<file path="config.mk">
export PLATFORM = sky130hd
export DESIGN_NAME = i2c_stop_gen
export DESIGN_NICKNAME = d
export VERILOG_FILES = /design/src/rtl/i2c_stop_pkg.sv /design/src/rtl/i2c_stop_dp.sv /design/src/rtl/i2c_stop_ctrl.sv /design/src/rtl/i2c_stop_gen.sv
export SDC_FILE = /design/constraint.sdc
export NUM_CORES = 1
export LEC_CHECK = 0
export BUFFER_PORTS_ARGS = -buffer_cell sky130_fd_sc_hd__buf_2
export CORE_ASPECT_RATIO = 0.6
export CORE_UTILIZATION = 41
export CTS_BUF_LIST = sky130_fd_sc_hd__clkbuf_8
export DETAILED_ROUTE_END_ITERATION = 6
export HOLD_SLACK_MARGIN = 0.06
export PLACE_DENSITY_LB_ADDON = 0.08
export SLEW_MARGIN = 40
export SYNTH_ARGS = -nofsm -noshare
export SYNTH_HDL_FRONTEND = slang
export SYNTH_SLANG_ARGS = --single-unit
</file>
<file path="constraint.sdc">
create_clock -name clk -period 2.46 [get_ports clk]
set_input_delay 0.369 -clock clk [delete_from_list [all_inputs] [get_ports clk]]
set_output_delay 0.369 -clock clk [all_outputs]
set_load 0.02 [all_outputs]
</file>
<file path="src/rtl/i2c_stop_pkg.sv">
package i2c_stop_pkg;

  typedef enum logic [2:0] {
    ST_IDLE,
    ST_SDA_LOW,
    ST_SCL_HIGH,
    ST_SDA_REL,
    ST_FINISH
  } stopState_t;

  // strobes from control to datapath
  typedef struct packed {
    logic load;     // reload period counter
    logic count;    // decrement period counter
    logic setDet;   // set stop flag
    logic clrDet;   // clear stop flag
    logic fireIrq;  // issue completion pulse
  } dpStrobe_t;

endpackage

</file>
<file path="src/rtl/i2c_stop_dp.sv">
module i2c_stop_dp
  import i2c_stop_pkg::*;
#(
  parameter int BRG_W = 8
) (
  input  logic             clk,
  input  logic             rstN,
  input  dpStrobe_t        strobe,
  input  logic [BRG_W-1:0] brgReload,
  output logic             cntDone,
  output logic             stopDet,
  output logic             irq
);

  localparam logic [BRG_W-1:0] ONE = BRG_W'(1);

  logic [BRG_W-1:0] periodCnt;

  // last counting cycle of a step; a zero reload behaves as one
  assign cntDone = (periodCnt <= ONE);

  always_ff @(posedge clk or negedge rstN) begin
    if (!rstN) begin
      periodCnt <= '0;
    end else if (strobe.load) begin
      periodCnt <= brgReload;
    end else if (strobe.count && (periodCnt != '0)) begin
      periodCnt <= periodCnt - ONE;
    end
  end

  always_ff @(posedge clk or negedge rstN) begin
    if (!rstN) begin
      stopDet <= 1'b0;
      irq     <= 1'b0;
    end else begin
      if (strobe.clrDet)      stopDet <= 1'b0;
      else if (strobe.setDet) stopDet <= 1'b1;
      irq <= strobe.fireIrq;
    end
  end

endmodule

</file>
<file path="src/rtl/i2c_stop_ctrl.sv">
module i2c_stop_ctrl
  import i2c_stop_pkg::*;
(
  input  logic      clk,
  input  logic      rstN,
  input  logic      stopReq,
  input  logic      sclIn,
  input  logic      sdaIn,
  input  logic      cntDone,
  output dpStrobe_t strobe,
  output logic      sclOe,
  output logic      sdaOe,
  output logic      busy
);

  stopState_t state, stateNext;

  always_ff @(posedge clk or negedge rstN) begin
    if (!rstN) state <= ST_IDLE;
    else       state <= stateNext;
  end

  always_comb begin
    stateNext = state;
    strobe    = '0;
    unique case (state)
      ST_IDLE: begin
        if (stopReq && !sclIn) begin
          strobe.load   = 1'b1;
          strobe.clrDet = 1'b1;
          stateNext     = ST_SDA_LOW;
        end
      end
      ST_SDA_LOW: begin
        strobe.count = 1'b1;
        if (cntDone) begin
          strobe.load = 1'b1;
          stateNext   = ST_SCL_HIGH;
        end
      end
      ST_SCL_HIGH: begin
        // stretched SCL freezes the period count
        if (sclIn) begin
          strobe.count = 1'b1;
          if (cntDone) stateNext = ST_SDA_REL;
        end
      end
      ST_SDA_REL: begin
        if (sdaIn) begin
          strobe.setDet = 1'b1;
          strobe.load   = 1'b1;
          stateNext     = ST_FINISH;
        end
      end
      ST_FINISH: begin
        strobe.count = 1'b1;
        if (cntDone) begin
          strobe.fireIrq = 1'b1;
          stateNext      = ST_IDLE;
        end
      end
      default: stateNext = ST_IDLE;
    endcase
  end

  assign sclOe = (state == ST_SDA_LOW);
  assign sdaOe = (state == ST_SDA_LOW) || (state == ST_SCL_HIGH);
  assign busy  = (state != ST_IDLE);

endmodule

</file>
<file path="src/rtl/i2c_stop_gen.sv">
module i2c_stop_gen
  import i2c_stop_pkg::*;
#(
  parameter int BRG_W = 8
) (
  input  logic             clk,
  input  logic             rstN,
  input  logic             stopReq,
  input  logic [BRG_W-1:0] brgReload,
  input  logic             sclIn,
  input  logic             sdaIn,
  output logic             sclOe,
  output logic             sdaOe,
  output logic             busy,
  output logic             stopDet,
  output logic             irq
);

  dpStrobe_t strobe;
  logic      cntDone;

  i2c_stop_ctrl u_ctrl (
    .clk     (clk),
    .rstN    (rstN),
    .stopReq (stopReq),
    .sclIn   (sclIn),
    .sdaIn   (sdaIn),
    .cntDone (cntDone),
    .strobe  (strobe),
    .sclOe   (sclOe),
    .sdaOe   (sdaOe),
    .busy    (busy)
  );

  i2c_stop_dp #(.BRG_W(BRG_W)) u_dp (
    .clk       (clk),
    .rstN      (rstN),
    .strobe    (strobe),
    .brgReload (brgReload),
    .cntDone   (cntDone),
    .stopDet   (stopDet),
    .irq       (irq)
  );

endmodule

</file>
==> flow_summary.rst, run 1 <==
.. list-table::
   :header-rows: 1

   * - Metric
     - Value
   * - Half-perimeter wire length of the detailed placement result
     - 1808 um
   * - FF+latch count, synth
     - 13
   * - Initial antenna violation count
     - 0
   * - Ordered cell list for the critical path
     - nor2b_1 > o311ai_1 > o41a_1 > a221o_1
   * - Yosys warnings
     - 0
   * - Final count of negative-setup-slack endpoints
     - 0
   * - Mapped Area
     - 900.9 sq um
   * - Synth-to-Final Area Change
     - 17.78%
   * - Antenna Diode Count
     - 0
   * - Clock tree from TritonCTS
     - yes
   * - Routability-driven placement congestion ratio
     - 0.8154
   * - Classification of the worst setup path
     - reg -> reg
   * - Count of distinct cell types in the synthesized netlist
     - 41
   * - Sequential cell area fraction in the yosys report
     - 36.11%
   * - Core Footprint
     - 1952 sq um
   * - Io pins
     - 18
   * - Unrepaired setup endpoints after global routing
     - false
   * - Max Slew Vio Count
     - 0
   * - Max-cap check violation count
     - 0
   * - Element type at the critical path end
     - flip-flop
   * - Dpl cell area
     - 1006 sq um
   * - Most frequently used flop master after synthesis
     - sky130_fd_sc_hd__dfrtp_1
   * - Slowest cell delay on critical path
     - 580 ps
   * - Width of the die
     - 62.52 um
   * - Pin count of the biggest net entering global routing
     - 19
   * - Gr ovfl total
     - 0
   * - Critical path data arrival time
     - 2210 ps
   * - Run status
     - complete, no violations
   * - Vertical die dimension
     - 38.31 um
   * - Crit path setup slack, layout
     - 372.2 ps
   * - Family with the most delay on the worst path
     - compound AO/OA/AOI/OAI gates
   * - Power density over the cells
     - 1141 nW/um^2
   * - Hold violation total from the final report
     - 0
   * - Initial core utilization
     - 46.15%
   * - Max_slew headroom
     - 47.50%
   * - Proportion of power drawn by the clock network
     - 15.8%
   * - Global-route wire length before repair
     - 3905 um
   * - Proportion of netlist area held by the largest area contributor
     - 36.11%
   * - Cell count along the critical path
     - 4
   * - Switching share of total power
     - 45.17%
   * - Total negative slack for setup checks
     - 0 ps
   * - Clock insertion delay at the later pin of the skew report
     - 250 ps
   * - DRC violations left
     - 0
   * - Die area
     - 2395 sq um
   * - Count of input and output buffers
     - 17
   * - Switch Pwr
     - 547.1 uW
   * - Number of buffers added by the clock tree synthesis step
     - 3
   * - Gate count of the mapped netlist
     - 105
   * - Worst-case reg-to-reg path depth
     - 4
   * - Post-synth ARST share
     - 100.0%
   * - Number of resized instances in the post-cts repair step
     - 0
   * - LEAKAGE
     - 0.4574 nW
   * - Antenna violation net count after detailed routing
     - 0
   * - Worst-margin pin slew
     - 775.2 ps
   * - Share of power burned in registers
     - 35.2%
   * - DR iter-0 viols
     - 75
   * - H-tree lvl count
     - 1
   * - TritonRoute pass-1 iters
     - 5
   * - Crit path time final
     - 2088 ps
   * - Number of synthesized flops with an enable pin
     - 0
   * - Startpoint type of the worst setup path
     - flip-flop
   * - Peak Freq
     - 479.0 MHz
   * - Root Buffer Master
     - sky130_fd_sc_hd__clkbuf_8
   * - Net count of the mapped netlist
     - 120
   * - Power share of the combinational group
     - 49.0%
   * - Clock-pin slew of the registers on the worst-case setup and hold paths
     - 60 ps
   * - Worst Skew
     - 1.467 ps
   * - Clock tree buffer depth
     - 2
   * - Critical path's slowest cell
     - sky130_fd_sc_hd__dfrtp_1
   * - Fraction of layout cells with a size suffix above 1
     - 21.14%
   * - Worst-path maximum fanout
     - 14
   * - Path type of the worst min-delay path
     - in -> reg
   * - Sink Count
     - 13
   * - Total wirelength of the detailed-routed design
     - 2404 um
   * - Average cell area after synthesis
     - 8.580 sq um
   * - Cell depth of the worst hold path
     - 2
   * - Detailed-route vias per instance
     - 6.172
   * - Via count of the first global-routing pass
     - 795
   * - Overall fraction of global-route tracks in use
     - 22.16%
   * - Cell-internal power
     - 664.0 uW
   * - Required time worst endpoint
     - 2590 ps
   * - Post-placement setup slack
     - 416.4 ps
   * - Critical path buffers and inverters
     - 0
   * - Vias
     - 932
   * - Mean routed wirelength per cell
     - 15.92 um
   * - Most area-consuming cells after synthesis
     - sky130_fd_sc_hd__dfrtp_1 36%, sky130_fd_sc_hd__a21oi_1 5.0%, sky130_fd_sc_hd__a31oi_1 4.9%
   * - Number of rows in the core area
     - 12
   * - Worst vdd ir
     - 0.4923 mV
   * - Number of nets in the finished design
     - 139
   * - Crit share post-route
     - 84.87%
   * - Synth area leader
     - sky130_fd_sc_hd__dfrtp_1
   * - Final Instance Area
     - 1061 sq um
-- cell families (layout without fill, tap and decap cells) --
kind of cell,count (synthesis),after routing,synth area share (%)
AO/OA/AOI/OAI,40,40,28.33
XOR/XNOR,1,1,0.9724
adder cells (fa/ha/maj),2,2,2.777
buffers and inverters,9,27,4.166
flip-flops,13,13,36.11
multiplexers,2,2,2.361
AND/OR/NAND/NOR,38,38,25.28
-- power by group through the flow --
stage	Sequential [mW]	Clock [mW]	Combinational, mW
2_1_floorplan	0.383	0	0.462
6_report	0.426	0.191	0.594
3_5_place_dp	0.423	0	0.589
4_1_cts	0.421	0.196	0.592
3_3_place_gp	0.416	0	0.569
5_1_grt	0.442	0.201	0.657
-- repair_timing --
| item | 4_1_cts | 5_1_grt |
|---|---|---|
| setup endpoints to repair | 0 | 0 |
| hold buffers | 1 | 0 |
| endpoints found under the hold margin | 13 | 0 |
| buffers inserted | 0 | 0 |
-- sequential cells by signal (all words and copies together), names as in the netlist --
name / cells
u_ctrl.state: 3
u_dp.periodCnt: 8
u_dp.irq: 1
u_dp.stopDet: 1
-- area by class of cell --
cell class              count  area, sq um
repair buffers             19        102.6
clock buffers               3        41.29
inverters                   4        15.01
flip-flops and latches     13        325.3
well taps                  28        35.03
multi-input cells          83        538.0
clock inverters             1        3.754
fillers                   197        890.9
-- cells in the mapped netlist (2+ instances only) --
cell type and count:
sky130_fd_sc_hd__a211oi_1 2, sky130_fd_sc_hd__a21oi_1 9, sky130_fd_sc_hd__a31oi_1 7, sky130_fd_sc_hd__and3_1 2
sky130_fd_sc_hd__clkbuf_1 4, sky130_fd_sc_hd__dfrtp_1 13, sky130_fd_sc_hd__ha_1 2, sky130_fd_sc_hd__inv_1 4
sky130_fd_sc_hd__nand2_1 4, sky130_fd_sc_hd__nand3_1 3, sky130_fd_sc_hd__nor2_1 8, sky130_fd_sc_hd__nor4_1 2
sky130_fd_sc_hd__o21ai_0 8, sky130_fd_sc_hd__o22ai_1 2, sky130_fd_sc_hd__o31ai_1 4, sky130_fd_sc_hd__or2_2 2
sky130_fd_sc_hd__or3_1 4, sky130_fd_sc_hd__or4_1 2
-- metal layers --
layer / GRT usage [%] / wire length (um)
met1: 31.14 / 1169
met2: 32.34 / 1020
met3: 7.738 / 196
met4: 5.233 / 17
met5: 0 / 0
-- metrics by stage --
stage	power, mW	cells	hold WS, ps	utilization [%]
2_1_floorplan	0.8453	105	73.41	-
3_3_place_gp	0.9850	146	280.5	51.54
3_5_place_dp	1.011	146	279.4	51.54
4_1_cts	1.209	151	349.7	54.36
5_1_grt	1.301	151	355.5	54.36
6_report	1.211	151	351.2	54.36
-- final timing paths --
path / startpoint / end / slack [ps]
min: brgReload[2] / u_dp.periodCnt[2] / 350
max: u_ctrl.state[0] / u_dp.periodCnt[6] / 370
max reg2reg: u_ctrl.state[0] / u_dp.periodCnt[6] / 370
min in group asynchronous: rstN / u_dp.periodCnt[6] / 550
min reg2reg: u_dp.stopDet / u_dp.stopDet / 510
max in group asynchronous: rstN / u_dp.periodCnt[7] / 1680
-- placed cells by master, fill, tap and decap left out, types with 2 or more instances in the layout --
cell type                   n
sky130_fd_sc_hd__buf_2     17
sky130_fd_sc_hd__or4_1      2
sky130_fd_sc_hd__a21oi_1    9
sky130_fd_sc_hd__nand2_1    4
sky130_fd_sc_hd__o31ai_1    4
sky130_fd_sc_hd__nor4_1     2
sky130_fd_sc_hd__nand3_1    3
sky130_fd_sc_hd__nor2_1     8
sky130_fd_sc_hd__or2_2      2
sky130_fd_sc_hd__dfrtp_1   13
sky130_fd_sc_hd__or3_1      4
sky130_fd_sc_hd__inv_1      5
sky130_fd_sc_hd__o21ai_0    8
sky130_fd_sc_hd__o22ai_1    2
sky130_fd_sc_hd__o311ai_1   2
sky130_fd_sc_hd__clkbuf_8   3
sky130_fd_sc_hd__ha_1       2
sky130_fd_sc_hd__and3_1     2
sky130_fd_sc_hd__a211oi_1   2
sky130_fd_sc_hd__a31oi_1    7
No activity file was read; power rests on OpenSTA's default activity.
==> inputs of run 2 (changes only) <==
Clock period 2.46 ns to 2.1 ns, I/O delays scaled along.
==> flow_summary.rst, run 2 (synthesized netlist as in run 1, its figures left out) <==
.. list-table::
   :header-rows: 1

   * - Metric
     - Value
   * - Run status
     - complete, no violations
   * - Clock insertion delay at the later pin of the skew report
     - 250 ps (about the same)
   * - Proportion of power drawn by the clock network
     - 15.1% (-0.7 points)
   * - Switching share of total power
     - 43.89% (-1.3 points)
   * - Global-route wire length before repair
     - 3781 um (-3.2%)
   * - Overall fraction of global-route tracks in use
     - 21.29% (-0.87 points)
   * - TritonRoute pass-1 iters
     - 4 (-1)
   * - Antenna Diode Count
     - 0 (unchanged)
   * - Mean routed wirelength per cell
     - 14.55 um (-8.6%)
   * - Critical path data arrival time
     - 2060 ps (-150 ps)
   * - Most common cell after layout, fill and taps aside
     - sky130_fd_sc_hd__buf_2
   * - Synth-to-Final Area Change
     - 23.61%
   * - Detailed-route vias per instance
     - 5.949 (-3.6%)
   * - Clock tree buffer depth
     - 2 (unchanged)
   * - Register bank with the most flops
     - u_dp.periodCnt
   * - Total negative slack for setup checks
     - 0 ps (unchanged)
   * - Half-perimeter wire length of the detailed placement result
     - 1704 um (-5.7%)
   * - Worst-path maximum fanout
     - 7 (-7)
   * - Worst Skew
     - 7.272 ps (+5.805 ps)
   * - Switch Pwr
     - 644.7 uW (+18%)
   * - Worst reg2reg path endpoint
     - u_dp.periodCnt[2]
   * - Max-cap check violation count
     - 0 (unchanged)
   * - Vias
     - 934 (+0.21%)
   * - Largest register FFs
     - 8 (unchanged)
   * - Path type of the worst min-delay path
     - in -> reg
   * - Regs by FF count
     - u_dp.periodCnt (8), u_ctrl.state (3)
   * - Most used cells in the layout excluding fill and tap cells
     - 17 x sky130_fd_sc_hd__buf_2, 13 x sky130_fd_sc_hd__dfrtp_1, 9 x sky130_fd_sc_hd__a21oi_1
   * - LEAKAGE
     - 0.4885 nW (+6.8%)
   * - Worst-margin pin slew
     - 494.4 ps (-280.7 ps)
   * - Pin count of the biggest net entering global routing
     - 14 (-5)
   * - Initial core utilization
     - 46.15% (unchanged)
   * - Non-filler cells, final
     - 157 (+4.0%)
   * - Width of the die
     - 62.52 um (unchanged)
   * - Element type at the critical path end
     - flip-flop
   * - # placed instances
     - 152 (+4.1%)
   * - Final count of negative-setup-slack endpoints
     - 0 (unchanged)
   * - Cell-internal power
     - 824.3 uW (+24%)
   * - GRT met3 Usage
     - 5.655% (-2.1 points)
   * - Top Usage Layer GRT
     - met1
   * - Cell depth of the worst hold path
     - 2 (unchanged)
   * - Crit share post-route
     - 91.60% (+6.7 points)
   * - Number of buffers added by the clock tree synthesis step
     - 3 (unchanged)
   * - Number of fill cells in the layout
     - 181 (-8.1%)
   * - Count of input and output buffers
     - 17 (unchanged)
   * - Minimum setup slack among reg-to-reg paths
     - 180 ps (-200 ps)
   * - Final core area utilization
     - 57.05% (+2.7 points)
   * - Peak Freq
     - 519.9 MHz (+8.5%)
   * - Routability-driven placement congestion ratio
     - 0.8791 (+7.8%)
   * - Startpoint type of the worst setup path
     - flip-flop
   * - Via count of the first global-routing pass
     - 804 (+1.1%)
   * - Hold violation total from the final report
     - 0 (unchanged)
   * - Root Buffer Master
     - sky130_fd_sc_hd__clkbuf_8
   * - Crit path time final
     - 1924 ps (-164.1 ps)
   * - Power share of the combinational group
     - 52.3% (+3.3 points)
   * - Worst vdd ir
     - 0.6567 mV (+33%)
   * - Clock-pin slew of the registers on the worst-case setup and hold paths
     - 60 ps (about the same)
   * - Dpl cell area
     - 1051 sq um (+4.5%)
   * - Setup fix buffers added after clock tree synthesis
     - 0 (unchanged)
   * - Required time worst endpoint
     - 2240 ps (-350 ps)
   * - Fraction of layout cells with a size suffix above 1
     - 25.58% (+4.4 points)
   * - Critical path destination
     - u_dp.periodCnt[2]
   * - Io pins
     - 18 (unchanged)
   * - Clock tree from TritonCTS
     - yes
   * - Worst-case reg-to-reg path depth
     - 6 (+2)
   * - Gr ovfl total
     - 0 (unchanged)
   * - Design Power
     - 1.469 mW (+21%)
   * - Share of power burned in registers
     - 32.6% (-2.6 points)
   * - Startpoint of the worst register-to-register path
     - u_dp.periodCnt[0]
   * - Start point of the critical path
     - u_dp.periodCnt[0]
   * - Die area
     - 2395 sq um (unchanged)
   * - H-tree lvl count
     - 1 (unchanged)
   * - Number of nets in the finished design
     - 145 (+4.3%)
   * - Number of rows in the core area
     - 12 (unchanged)
   * - Unrepaired setup endpoints after global routing
     - false
   * - Final Instance Area
     - 1114 sq um (+5.0%)
   * - Max Slew Vio Count
     - 0 (unchanged)
   * - Met2 GRT Util
     - 30.71% (-1.6 points)
   * - Vertical die dimension
     - 38.31 um (unchanged)
   * - Fraction of met1 tracks used by global routing
     - 31.38% (+0.24 points)
   * - Core Footprint
     - 1952 sq um (unchanged)
   * - DR iter-0 viols
     - 42 (-44%)
   * - Max_slew headroom
     - 66.98% (+19 points)
   * - Classification of the worst setup path
     - reg -> reg
   * - Total wirelength of the detailed-routed design
     - 2285 um (-5.0%)
   * - Initial antenna violation count
     - 0 (unchanged)
   * - Antenna violation net count after detailed routing
     - 0 (unchanged)
   * - Sink Count
     - 13 (unchanged)
   * - Power density over the cells
     - 1319 nW/um^2 (+16%)
   * - DRC violations left
     - 0 (unchanged)
==> run 2: cell types whose count changed in the layout (fill, tap and decap cells not counted) <==
cell                       before  now
sky130_fd_sc_hd__buf_4          1    7
sky130_fd_sc_hd__o311ai_0       0    1
sky130_fd_sc_hd__o311ai_1       2    0
sky130_fd_sc_hd__o311ai_2       0    1
==> run 2: power groups by stage <==
stage	sequential, mW	combinational, mW	clock (mW)
5_1_grt	0.496	0.864	0.238
2_1_floorplan	0.449	0.542	0
4_1_cts	0.473	0.746	0.226
3_3_place_gp	0.472	0.737	0
6_report	0.479	0.768	0.222
3_5_place_dp	0.475	0.742	0
==> run 2: layer usage <==
layer  part of all wire (%)  vias to the layer above
met5                      0                        -
li1                       -                      456
met2                     42                       39
met4                   0.66                        0
met3                    9.0                        2
met1                     48                      437
==> run 2: worst min path at each step <==
| stage | from | to | slack, ps |
|---|---|---|---|
| 3_3_place_gp | rstN | u_dp.periodCnt[4] | 220 |
| 4_1_cts | brgReload[2] | u_dp.periodCnt[2] | 300 |
| 5_1_grt | brgReload[2] | u_dp.periodCnt[2] | 300 |
| 6_report | brgReload[2] | u_dp.periodCnt[2] | 290 |
| 3_5_place_dp | rstN | u_dp.periodCnt[3] | 220 |
| 2_1_floorplan | rstN | u_ctrl.state[0] | 20 |
==> run 2: through the flow <==
stage,setup WS [ps],hold slack [ps]
final,176.4,294.0
after floorplan,134.8,19.41
after CTS,187.4,297.1
after global placement,244.0,218.4
after global routing,50.39,304.6
after detailed placement,186.4,218.9
==> run 2: what timing repair did <==
action / 4_1_cts / 5_1_grt
hold buffers: 1 / 0
hold endpoints to repair: 13 / 0
gates resized for setup: 0 / 0
==> run 2: cell type report <==
cell class	instances	area, sq um	area share, %
Multi-Input combinational cell	83	545.5	48.99
Sequential cell	13	325.3	29.21
Timing Repair Buffer	25	147.6	13.26
Clock buffer	3	41.29	3.708
Tap cell	28	35.03	3.146
Inverter	4	15.01	1.348
Clock inverter	1	3.754	0.3371
==> run 2: worst max-delay path, stage by stage, from the launching register on <==
cell,delay [ps]
sky130_fd_sc_hd__dfrtp_1,390
sky130_fd_sc_hd__inv_1,60
sky130_fd_sc_hd__ha_1,280
sky130_fd_sc_hd__or2_2,340
sky130_fd_sc_hd__and4_1,220
sky130_fd_sc_hd__nor2_1,170
sky130_fd_sc_hd__mux2_2,350
==> inputs of run 3 (changes only) <==
Settings changed: CORE_MARGIN set to 2, GPL_TIMING_DRIVEN set to 0.
==> flow_summary.rst, run 3 (synthesized netlist as in run 1, its figures left out) <==
.. list-table::
   :header-rows: 1

   * - Metric
     - Value
   * - Die area
     - 2601 sq um (+8.6%)
   * - Element type at the critical path end
     - flip-flop
   * - Vias
     - 971 (+4.0%)
   * - Clock tree from TritonCTS
     - yes
   * - Root Buffer Master
     - sky130_fd_sc_hd__clkbuf_8
   * - Global-route wire length before repair
     - 3712 um (-1.8%)
   * - Via count of the first global-routing pass
     - 767 (-4.6%)
   * - Number of fill cells in the layout
     - 213 (+18%)
   * - Initial core utilization
     - 42.60% (-3.6 points)
   * - Sink Count
     - 13 (unchanged)
   * - Hold slack
     - 303.4 ps (+9.428 ps)
   * - Classification of the worst setup path
     - reg -> reg
   * - Register bank with the most flops
     - u_dp.periodCnt
   * - Routability-driven placement congestion ratio
     - 0.8377 (-4.7%)
   * - Max-cap check violation count
     - 0 (unchanged)
   * - Unrepaired setup endpoints after global routing
     - false
   * - Io pins
     - 18 (unchanged)
   * - Most used cells in the layout excluding fill and tap cells
     - 17 x sky130_fd_sc_hd__buf_2, 13 x sky130_fd_sc_hd__dfrtp_1, 9 x sky130_fd_sc_hd__a21oi_1
   * - Max_slew headroom
     - 44.69% (-22 points)
   * - Count of input and output buffers
     - 17 (unchanged)
   * - DR iter-0 viols
     - 53 (+26%)
   * - Critical path's slowest cell
     - sky130_fd_sc_hd__dfrtp_1
   * - Core Footprint
     - 2115 sq um (+8.3%)
   * - Sequential cell area
     - 325.3 sq um (unchanged)
   * - Run status
     - complete, no violations
   * - Initial antenna violation count
     - 0 (unchanged)
   * - Startpoint type of the worst setup path
     - flip-flop
   * - Critical path data arrival time
     - 2120 ps (+60 ps)
   * - Worst Skew
     - 2.407 ps (-4.865 ps)
   * - Regs by FF count
     - u_dp.periodCnt (8), u_ctrl.state (3)
   * - Worst vdd ir
     - 0.6690 mV (+1.9%)
   * - Vertical die dimension
     - 40.31 um (+5.2%)
   * - Detailed-route vias per instance
     - 6.069 (+2.0%)
   * - Hold violation total from the final report
     - 0 (unchanged)
   * - Crit path time final
     - 1986 ps (+62.79 ps)
   * - Gr ovfl total
     - 0 (unchanged)
   * - Total wirelength of the detailed-routed design
     - 2357 um (+3.2%)
   * - TritonRoute pass-1 iters
     - 4 (unchanged)
   * - Clock tree buffer depth
     - 2 (unchanged)
   * - Clock-pin slew of the registers on the worst-case setup and hold paths
     - 60 ps (about the same)
   * - Path type of the worst min-delay path
     - in -> reg
   * - Required time worst endpoint
     - 2230 ps (about the same)
   * - Fraction of layout cells with a size suffix above 1
     - 23.08% (-2.5 points)
   * - Half-perimeter wire length of the detailed placement result
     - 1799 um (+5.5%)
   * - Crit share post-route
     - 94.59% (+3.0 points)
   * - Slowest cell delay on critical path
     - 400 ps (about the same)
   * - Mean routed wirelength per cell
     - 14.73 um (+1.2%)
   * - Width of the die
     - 64.52 um (+3.2%)
   * - LEAKAGE
     - 0.4777 nW (-2.2%)
   * - Final core area utilization
     - 52.43% (-4.6 points)
   * - Antenna Diode Count
     - 0 (unchanged)
   * - Peak Freq
     - 503.4 MHz (-3.2%)
   * - Final count of negative-setup-slack endpoints
     - 0 (unchanged)
   * - Pin count of the biggest net entering global routing
     - 14 (unchanged)
   * - Power density over the cells
     - 1291 nW/um^2 (-2.1%)
   * - Largest register FFs
     - 8 (unchanged)
   * - Max Slew Vio Count
     - 0 (unchanged)
   * - Number of rows in the core area
     - 13 (+1)
   * - DRC violations left
     - 0 (unchanged)
   * - Synth-to-Final Area Change
     - 23.06%
   * - Worst-margin pin slew
     - 819.3 ps (+324.9 ps)
   * - Area of the multi-input gates
     - 545.5 sq um (unchanged)
   * - Family with the most delay on the worst path
     - simple AND/OR/NAND/NOR gates
   * - Worst-path maximum fanout
     - 7 (unchanged)
   * - H-tree lvl count
     - 1 (unchanged)
   * - Number of buffers added by the clock tree synthesis step
     - 3 (unchanged)
   * - Clock insertion delay at the later pin of the skew report
     - 240 ps (about the same)
   * - Antenna violation net count after detailed routing
     - 0 (unchanged)
   * - Number of nets in the finished design
     - 146 (+0.69%)
   * - Most common cell after layout, fill and taps aside
     - sky130_fd_sc_hd__buf_2
   * - Overall fraction of global-route tracks in use
     - 19.88% (-1.4 points)
   * - Ordered cell list for the critical path
     - inv_1 > ha_1 > or2_2 > and4_1 > nor2_4 > mux2_2
   * - Critical path buffers and inverters
     - 1 (unchanged)
==> run 3: cell count changes in the layout (fill, tap and decap cells not counted) <==
cell                       delta
sky130_fd_sc_hd__clkbuf_1     +4
sky130_fd_sc_hd__buf_4        -3
sky130_fd_sc_hd__nor2_1       -1
sky130_fd_sc_hd__nor2_4       +1
sky130_fd_sc_hd__o311ai_1     +1
sky130_fd_sc_hd__o311ai_2     -1
==> run 3: path summary, 6_finish.rpt <==
| check | start | to | slack (ps) | cells after the start |
|---|---|---|---|---|
| min in group asynchronous | rstN | u_dp.periodCnt[2] | 480 | 2 |
| setup / recovery | u_dp.periodCnt[0] | u_dp.periodCnt[2] | 110 | 6 |
| setup reg to reg | u_dp.periodCnt[0] | u_dp.periodCnt[2] | 110 | 6 |
| hold reg to reg | u_dp.stopDet | u_dp.stopDet | 530 | 2 |
| hold / removal | brgReload[2] | u_dp.periodCnt[2] | 300 | 2 |
| max in group asynchronous | rstN | u_dp.irq | 1390 | 2 |
==> run 3: what timing repair did <==
| item | in CTS | in global routing |
|---|---|---|
| resized for setup | 2 | 0 |
| endpoints found under the setup margin | 1 | 1 |
| buffers inserted | 0 | 3 |
| endpoints found under the hold margin | 13 | 0 |
| pin swaps | 0 | 1 |
| hold buffers | 1 | 0 |
==> run 3: report_power, final <==
group	internal, mW	total [mW]	leakage [nW]	switching [mW]
Sequential	0.352	0.473	0.158	0.121
Combinational	0.318	0.738	0.293	0.420
Clock	0.129	0.221	0.0269	0.0914
Total	0.799	1.43	0.478	0.632
==> run 3: stage by stage <==
step | cell area [sq um] | setup WS, ps | setup TNS [ps] | power (mW) | cells
global route | 1109 | 1.294 | 0 | 1.555 | 160
floorplan | 900.9 | 134.8 | 0 | 0.9902 | 105
detailed placement | 1023 | -177.6 | -177.6 | 1.181 | 152
CTS | 1086 | 96.92 | 0 | 1.412 | 157
global placement | 1023 | -108.0 | -108.0 | 1.163 | 152
finish | 1109 | 113.6 | 0 | 1.432 | 160
==> run 3: final cells by class <==
class	instances	share of cell area, %
Buffer	5	2.032
Clock buffer	3	3.725
Clock inverter	1	0.3386
Inverter	4	1.354
Multi-Input combinational cell	83	49.21
Sequential cell	13	29.35
Tap cell	30	3.386
Timing Repair Buffer	21	10.61
==> run 3: routing by layer <==
layer  wire [um]  vias up  track usage [%]
li1            -      466                -
met1        1161      468            28.57
met2        1001       35            29.17
met3         180        2            6.180
met4          13        0            4.787
met5           0        -                0
==> run 3: worst reg2reg max path, stage by stage (launching register included) <==
cell                      delay (ps)
sky130_fd_sc_hd__dfrtp_1         400
sky130_fd_sc_hd__inv_1            60
sky130_fd_sc_hd__ha_1            280
sky130_fd_sc_hd__or2_2           340
sky130_fd_sc_hd__and4_1          250
sky130_fd_sc_hd__nor2_4          190
sky130_fd_sc_hd__mux2_2          350
